### src/rtl/hbg_pkg.sv
// Shared types for the half-bridge gate sequencer.
// Assumes: nothing beyond IEEE 1800-2017 enums.
package hbg_pkg;

    typedef enum logic [2:0] {
        ST_OFF           = 3'd0,
        ST_LOW_ON        = 3'd1,
        ST_WAIT_LOW_FALL = 3'd2,
        ST_HIGH_ON       = 3'd3,
        ST_WAIT_PHASE    = 3'd4,
        ST_FAULT_HOLD    = 3'd5
    } seq_state_t;

endpackage

### src/rtl/hbg_supply_qual.sv
// Supply qualifier with hysteresis built from two comparator flags.
// The enable sets when the rising-threshold flag is seen and clears when the
// falling-threshold flag drops.
// Assumes: both flags are already synchronized to clk.
module hbg_supply_qual (
    input  logic clk,
    input  logic rst_n,
    input  logic rise_ok,
    input  logic fall_ok,
    output logic sup_on
);

    // Hold the enable between the two thresholds.
    always_ff @(posedge clk) begin
        if (!rst_n)        sup_on <= 1'b0;
        else if (rise_ok)  sup_on <= 1'b1;
        else if (!fall_ok) sup_on <= 1'b0;
    end

endmodule

### src/rtl/hbg_pwm_edge.sv
// Rising-edge detector for the decoded PWM level.
// Assumes: pwm_hi is synchronous to clk. After reset the previous level is
// taken as low.
module hbg_pwm_edge (
    input  logic clk,
    input  logic rst_n,
    input  logic pwm_hi,
    output logic pwm_rise
);

    logic pwm_q;

    // Remember last cycle's PWM level.
    always_ff @(posedge clk) begin
        if (!rst_n) pwm_q <= 1'b0;
        else        pwm_q <= pwm_hi;
    end

    assign pwm_rise = pwm_hi & ~pwm_q;

endmodule

### src/rtl/hbg_dwell_timer.sv
// Counts consecutive cycles with run high.
// done is high in the LIMIT-th such cycle, so the edge that follows is the
// LIMIT-th consecutive edge with run sampled high.
// A cycle with run low clears the count.
// Assumes: LIMIT >= 1.
module hbg_dwell_timer #(
    parameter int LIMIT = 13
) (
    input  logic clk,
    input  logic rst_n,
    input  logic run,
    output logic done
);

    localparam int W = (LIMIT < 2) ? 1 : $clog2(LIMIT + 1);
    localparam logic [W-1:0] LAST = W'(LIMIT - 1);

    logic [W-1:0] cnt;

    // Saturating count of consecutive run cycles.
    always_ff @(posedge clk) begin
        if (!rst_n)            cnt <= '0;
        else if (!run)         cnt <= '0;
        else if (cnt != LAST)  cnt <= cnt + 1'b1;
    end

    assign done = run && (cnt == LAST);

endmodule

### src/rtl/hbg_gate_seq.sv
// Adaptive dead-time gate sequencer for a synchronous buck half bridge.
// Produces the high-side and low-side gate enables from a decoded PWM level:
// - each turn-on waits for feedback showing the opposite switch is off;
// - a timeout forces the low side on;
// - a persistence fault latches both gates off until a new rising PWM edge.
// Assumes: all inputs are synchronous to clk. DEAD_CYC and FAULT_CYC are
// cycle counts of the clk period (defaults suit 50 MHz).
module hbg_gate_seq
    import hbg_pkg::*;
#(
    parameter int DEAD_CYC  = 13,
    parameter int FAULT_CYC = 100
) (
    input  logic clk,
    input  logic rst_n,
    input  logic pwm_hi,
    input  logic shdn,
    input  logic sup_rise_ok,
    input  logic sup_fall_ok,
    input  logic lg_low,
    input  logic sw_low,
    output logic hs_en,
    output logic ls_en,
    output logic fault_hold
);

    seq_state_t state, state_nxt;
    logic       forced, forced_nxt;
    logic       sup_on, pwm_rise, dead_done, fault_done;
    logic       enable, dead_run, fault_run;

    hbg_supply_qual u_sup (
        .clk     (clk),
        .rst_n   (rst_n),
        .rise_ok (sup_rise_ok),
        .fall_ok (sup_fall_ok),
        .sup_on  (sup_on)
    );

    hbg_pwm_edge u_edge (
        .clk      (clk),
        .rst_n    (rst_n),
        .pwm_hi   (pwm_hi),
        .pwm_rise (pwm_rise)
    );

    assign enable    = sup_on && !shdn;
    assign dead_run  = (state == ST_WAIT_PHASE);
    assign fault_run = (state == ST_LOW_ON) && forced && !sw_low && !pwm_hi;

    hbg_dwell_timer #(.LIMIT(DEAD_CYC)) u_dead (
        .clk   (clk),
        .rst_n (rst_n),
        .run   (dead_run),
        .done  (dead_done)
    );

    hbg_dwell_timer #(.LIMIT(FAULT_CYC)) u_fault (
        .clk   (clk),
        .rst_n (rst_n),
        .run   (fault_run),
        .done  (fault_done)
    );

    // Next-state and forced-flag decision.
    always_comb begin
        state_nxt  = state;
        forced_nxt = forced;
        if (!enable) begin
            state_nxt  = ST_OFF;
            forced_nxt = 1'b0;
        end else begin
            unique case (state)
                ST_OFF: begin
                    state_nxt = pwm_hi ? ST_WAIT_LOW_FALL : ST_WAIT_PHASE;
                end
                ST_LOW_ON: begin
                    if (pwm_hi) begin
                        state_nxt  = ST_WAIT_LOW_FALL;
                        forced_nxt = 1'b0;
                    end else if (fault_done) begin
                        state_nxt  = ST_FAULT_HOLD;
                        forced_nxt = 1'b0;
                    end
                end
                ST_WAIT_LOW_FALL: begin
                    if (!pwm_hi)     state_nxt = ST_WAIT_PHASE;
                    else if (lg_low) state_nxt = ST_HIGH_ON;
                end
                ST_HIGH_ON: begin
                    if (!pwm_hi) state_nxt = ST_WAIT_PHASE;
                end
                ST_WAIT_PHASE: begin
                    if (pwm_hi) begin
                        state_nxt = ST_WAIT_LOW_FALL;
                    end else if (sw_low) begin
                        state_nxt  = ST_LOW_ON;
                        forced_nxt = 1'b0;
                    end else if (dead_done) begin
                        state_nxt  = ST_LOW_ON;
                        forced_nxt = 1'b1;
                    end
                end
                ST_FAULT_HOLD: begin
                    if (pwm_rise) state_nxt = ST_WAIT_LOW_FALL;
                end
                default: begin
                    state_nxt  = ST_OFF;
                    forced_nxt = 1'b0;
                end
            endcase
        end
    end

    // State and forced-flag registers.
    always_ff @(posedge clk) begin
        if (!rst_n) begin
            state  <= ST_OFF;
            forced <= 1'b0;
        end else begin
            state  <= state_nxt;
            forced <= forced_nxt;
        end
    end

    // Gate commands: state decode blanked by supply and shutdown at once.
    assign hs_en      = (state == ST_HIGH_ON) && enable;
    assign ls_en      = (state == ST_LOW_ON)  && enable;
    assign fault_hold = (state == ST_FAULT_HOLD);

endmodule

### config.mk
export PLATFORM = sky130hd
export DESIGN_NAME = hbg_gate_seq
export DESIGN_NICKNAME = d
export VERILOG_FILES = /design/src/rtl/hbg_pkg.sv /design/src/rtl/hbg_supply_qual.sv /design/src/rtl/hbg_pwm_edge.sv /design/src/rtl/hbg_dwell_timer.sv /design/src/rtl/hbg_gate_seq.sv
export SDC_FILE = /design/constraint.sdc
export NUM_CORES = 1
export LEC_CHECK = 0
export ABC_AREA = 1
export BUFFER_PORTS_ARGS = -buffer_cell sky130_fd_sc_hd__buf_2
export CORE_MARGIN = 3
export CORE_UTILIZATION = 54
export CTS_BUF_LIST = sky130_fd_sc_hd__clkbuf_4 sky130_fd_sc_hd__clkbuf_8
export DETAILED_ROUTE_END_ITERATION = 10
export PLACE_DENSITY = 0.76
export SYNTH_ARGS = -nofsm -noshare
export SYNTH_HDL_FRONTEND = slang
export SYNTH_SLANG_ARGS = --single-unit
### constraint.sdc
create_clock -name clk -period 1.3 [get_ports clk]
set_input_delay 0.39 -clock clk [delete_from_list [all_inputs] [get_ports clk]]
set_output_delay 0.39 -clock clk [all_outputs]
set_load 0.05 [all_outputs]
Word level (Yosys, flattened, before mapping)

Index checks and enable logic that the tools add are counted.

$add $sub $neg: 2
$mul: 0
Div/mod/pow operators: 0
$lt $le $gt $ge: 0
Equality and inequality tests: 17
Shift operators: 0
Mux-type cells: 19
Bitwise gates (word level): 3
Reduce and logical (&&, ||, !) cells: 18

Operator list:

| operator            | count |
|---|---|
| $mux 3              | 10 |
| $pmux 3 s6          | 1 |
| $ne 3x3->1 const B  | 3 |
| $logic_and 1x1->1   | 8 |
| $ne 4x4->1 const B  | 2 |
| $add 7x1->7 const B | 1 |
| $eq 7x7->1 const B  | 1 |
| $mux 1              | 7 |
| $ne 7x7->1 const B  | 1 |
| $eq 3x2->1 const B  | 2 |
| $eq 3x3->1 const B  | 2 |
| $ne 2x2->1 const B  | 3 |
| $reduce_and 2->1    | 3 |
| $reduce_and 5->1    | 1 |
| $add 4x1->4 const B | 1 |
| $eq 4x4->1 const B  | 1 |
| $reduce_and 4->1    | 1 |
| $reduce_or 4->1     | 1 |
| $eq 3x1->1 const B  | 1 |
| $logic_not 1->1     | 3 |
| $logic_not 3->1     | 1 |
| $pmux 1 s3          | 1 |
| $ne 2x1->1 const B  | 1 |
| $not 1->1           | 2 |
| $and 1x1->1         | 1 |

Bits in registers: 17
Latch bits: 0
RAM bits: 0
Memory bits (read-only): 0
Bits of input ports: 8
Output and inout port bits: 3
Word-level logic and storage cells: 65
Memories kept: 0

Logic depth before layout (Yosys ltp)

Depth after elaboration: 8
Gate-level depth with buffers: 10
Mapped depth without buffers: 10

Hierarchy

A second synthesis with hierarchy kept.

Cell total of the unflattened synthesis: 187
Area total of the unflattened synthesis: 1138.6 µm²

Modules (own cells, without submodules):

| module                     | instances | cells each | area each (µm²) | sequential area each (µm²) |
|---|---|---|---|---|
| hbg_gate_seq               | 1         | 81         | 436.7           | 80.1 |
| hbg_dwell_timer at u_fault | 1         | 62         | 396.6           | 140.1 |
| hbg_dwell_timer at u_dead  | 1         | 34         | 227.7           | 80.1 |
| hbg_supply_qual            | 1         | 5          | 40.0            | 20.0 |
| hbg_pwm_edge               | 1         | 5          | 37.5            | 20.0 |

Worst setup path before layout

Ideal clock, no wire load.

Path kind: register -> output
Start point: reg state[1]
End point: out hs_en
Arrival: 1.598 ns
Required time: 0.910 ns
Path slack: -0.688 ns
Cell stages (with the launch flop): 4
Buffers on the path: 1
Path through: dfxtp_1 -> buf_6 -> nand2_1 -> nor3_1

Longest elaborated chain between the ends: 2

RTL lines:

| element                  | line                | text |
|---|---|---|
| start: declaration       | hbg_gate_seq.sv:27  | `seq_state_t state, state_nxt;` |
| start signal: assignment | hbg_gate_seq.sv:121 | `state <= state_nxt;` |
| $eq 3x2->1               | hbg_gate_seq.sv:127 | `assign hs_en = (state == ST_HIGH_ON) && enable;` |
| $logic_and 1x1->1        | hbg_gate_seq.sv:127 |  |
| end: declaration         | hbg_gate_seq.sv:22  | `output logic hs_en,` |

Every way passes these cells.

Worst setup path after layout

Start point: reg state[0]
End point: out ls_en

Longest elaborated chain between the ends: 2

RTL lines:

| element           | line                | text |
|---|---|---|
| $eq 3x1->1        | hbg_gate_seq.sv:128 | `assign ls_en = (state == ST_LOW_ON) && enable;` |
| $logic_and 1x1->1 | hbg_gate_seq.sv:128 |  |
| end: declaration  | hbg_gate_seq.sv:23  | `output logic ls_en,` |

Every way passes these cells.

==> reports/metrics.cfg <==
[outcome]
outcome=finished, violations left
failed_checks=negative setup slack

[global_routing]
grt_pass1_vias=973
grt_overflow=0
use_met2=0.358
use_met3=0.0321
antenna_found_initial=0
met1_usage=0.240
grt_pass1_wl_um=4020
gr-max-usage-layer=met2
track_usage=0.205
grt_max_degree=11

[worst_setup_path]
crit_path_start_kind=flop
worstSetupEndpointType=primary output
cp_max_fo=5
crit_arrival_ns=1.20
crit_buf_inv=2
crit_type=reg2out
worst-endpoint-required_ns=0.91
crit_family=flip-flops
critical_path.most_common_cell=nor2_4
crit_path_cell_trace=inv_4 > nor2_4 > nand2_2 > nor2_4 > buf_6
max_stage_delay_ns=0.41
cpMaxStageDelayCell=dfxtp_4

[cts]
clk_pin_slew_ns=0.10
tritoncts=yes
clkLatencyLatePin_ns=0.30
numCtsBuffers=3
cts.sinks=17
cts_hold_buf=0
cts_buffer_depth=2
cts-htree-levels=1
cts-root-buf=clkbuf_4

[timing]
min_period_ns=1.59
worst_pin_slew_ns=0.237
max_slew_margin=0.842
layout_setup_ws_ns=-0.292
fin_crit_sh=1.22
rsz0062_at_grt=true
hold_violations=0
fin_worst_skew_ns=0.00315
fmax_mhz=628
slew_viol_final=0
setup_viol=10

[place]
io_buffers=10
hpwlAfterDp_um=1630
place_congestion=0.817
placed_cells=194
post-place-ws_ns=-0.131

[pwr]
internal_power_uw=675
power_density_mw_per_mm2=592
swShare=0.265
vdd_ir_drop_max_v=0.000641
combPwrFrac=0.103
pwr-share-seq=0.573
power_switching_uw=244
p_clk_frac=0.324
leakagePower_nw=0.681

[layout]
syn_to_final_growth_pct=40.9
diodes=0
nets=193
drive_gt1_frac=0.558
stdcell_count=206

[logic_synthesis]
syn_nets=158
yosys_warnings=0
async_flop_share=0
yosys.area.top_type_share=0.309
yosys.area.top_type=dfxtp_1
yosysMostFrequentCell=nand2_1
yosysSeqAreaShare=0.309
synth_area_leaders=dfxtp_1 (31%), nand2_1 (7.8%), inv_1 (5.8%)
yosys-top-cells-count=nand2_1 (23), dfxtp_1 (17), inv_1 (17), nor2_1 (17), a21oi_1 (10)
synth_area_mm2=0.00110
synth_ff_type=dfxtp_1
avgSynthCellArea_um2=7.50
synth-edff-count=0
synth_cells=147
ys_types=30
ys_ff_latch=17

[floorplanning]
die_x_um=51.2
row_count=15
ios=11
start_util=0.605
die_y_um=51.2
dieArea_mm2=0.00262
core_mm2=0.00182

[hold_path]
hp-class=in2reg

[routing]
vias_per_cell=5.16
vias=1063
first_iter_violations=25
wire_per_inst_um=13.1
dr.pass1.iters=6
routed_wl_um=2700
ant_nets=0
drc=0

[flow_run]
drv_cap=0

## worst reg2reg max path: stages (launching register included)
cell	delay (ns)
dfxtp_4	0.39
buf_4	0.14
buf_6	0.10
buf_6	0.11
nor2_4	0.14
buf_4	0.13
buf_4	0.09
nand4_1	0.09
a31oi_1	0.19
nor2_1	0.07
## what timing repair did
item,CTS,global route
endpoints found under the hold margin,0,0
gates cloned,0,0
gates resized for setup,17,32
setup endpoints to repair,6,15
pin swaps,11,12
buffers inserted,5,5
## stage by stage
stage / total power, mW / area, um2 / hold slack, ns / setup TNS (ns) / util
after detailed placement: 0.623 / 1290 / 0.470 / -0.273 / 0.711
after global placement: 0.620 / 1290 / 0.453 / -0.214 / 0.711
after CTS: 0.912 / 1400 / 0.288 / -1.13 / 0.769
after global routing: 0.963 / 1550 / 0.323 / -2.52 / 0.853
after floorplan: 0.595 / 1140 / 0.437 / -0.0907 / -
final: 0.919 / 1550 / 0.286 / -1.66 / 0.853
## power groups by stage
stage | Clock, mW | Sequential (mW) | Combinational (mW)
after floorplan | 0 | 0.540 | 0.0549
after global placement | 0 | 0.543 | 0.0774
after detailed placement | 0 | 0.543 | 0.0798
after CTS | 0.301 | 0.528 | 0.0840
after global routing | 0.333 | 0.527 | 0.104
final | 0.298 | 0.526 | 0.0950
## flip-flops by register name, summed over array words and instances (netlist names)
name          count
forced            1
state             3
u_sup.sup_on      1
u_dead.cnt        4
u_edge.pwm_q      1
u_fault.cnt       7
## cell usage in the layout (no fill, tap or decap), types with 2 or more instances in the layout
cell type / n
xnor2_1: 2
o21ai_1: 3
nand2_2: 9
clkbuf_4: 3
a21oi_1: 7
a21oi_2: 3
nor2_2: 3
dfxtp_2: 2
inv_2: 6
ha_1: 2
dfxtp_1: 12
inv_4: 3
nand3_1: 2
buf_4: 21
nand2_1: 15
nor3_2: 3
dfxtp_4: 3
nand2_4: 5
buf_2: 7
nand3_4: 2
buf_6: 5
inv_1: 15
nand3_2: 6
nor2_4: 9
o21ai_0: 2
nand4_1: 2
nor2_1: 13
## cells by family after synthesis
kind of cell,synth area share
flip-flops,0.309
adder cells (fa/ha/maj),0.0341
AND/OR/NAND/NOR,0.413
buffers and inverters,0.131
XOR/XNOR,0.0159
AO/OA/AOI/OAI,0.0976
## layer usage
| layer | vias up | share of wire |
|---|---|---|
| met2 | 28 | 0.48 |
| met1 | 492 | 0.44 |
| li1 | 533 | - |
| met4 | 0 | 0.034 |
| met3 | 10 | 0.046 |
| met5 | - | 0 |
## area by class of cell
cell class,instances,area [um2]
clock buffers,3,22.5
inverters,25,105
repair buffers,34,264
flip-flops and latches,17,354
multi-input cells,101,771
fillers,112,268
clock inverters,1,5.00
well taps,25,31.3
## path summary, 6_finish.rpt
kind	startpoint	endpoint	slack, ns	depth (start not counted)
setup reg to reg	state[0]	forced	-0.25	9
hold reg to reg	u_dead.cnt[1]	u_dead.cnt[1]	0.51	2
setup / recovery	state[0]	ls_en	-0.29	5
hold / removal	sup_rise_ok	u_sup.sup_on	0.29	3
Power figures use the tool's default switching activity.
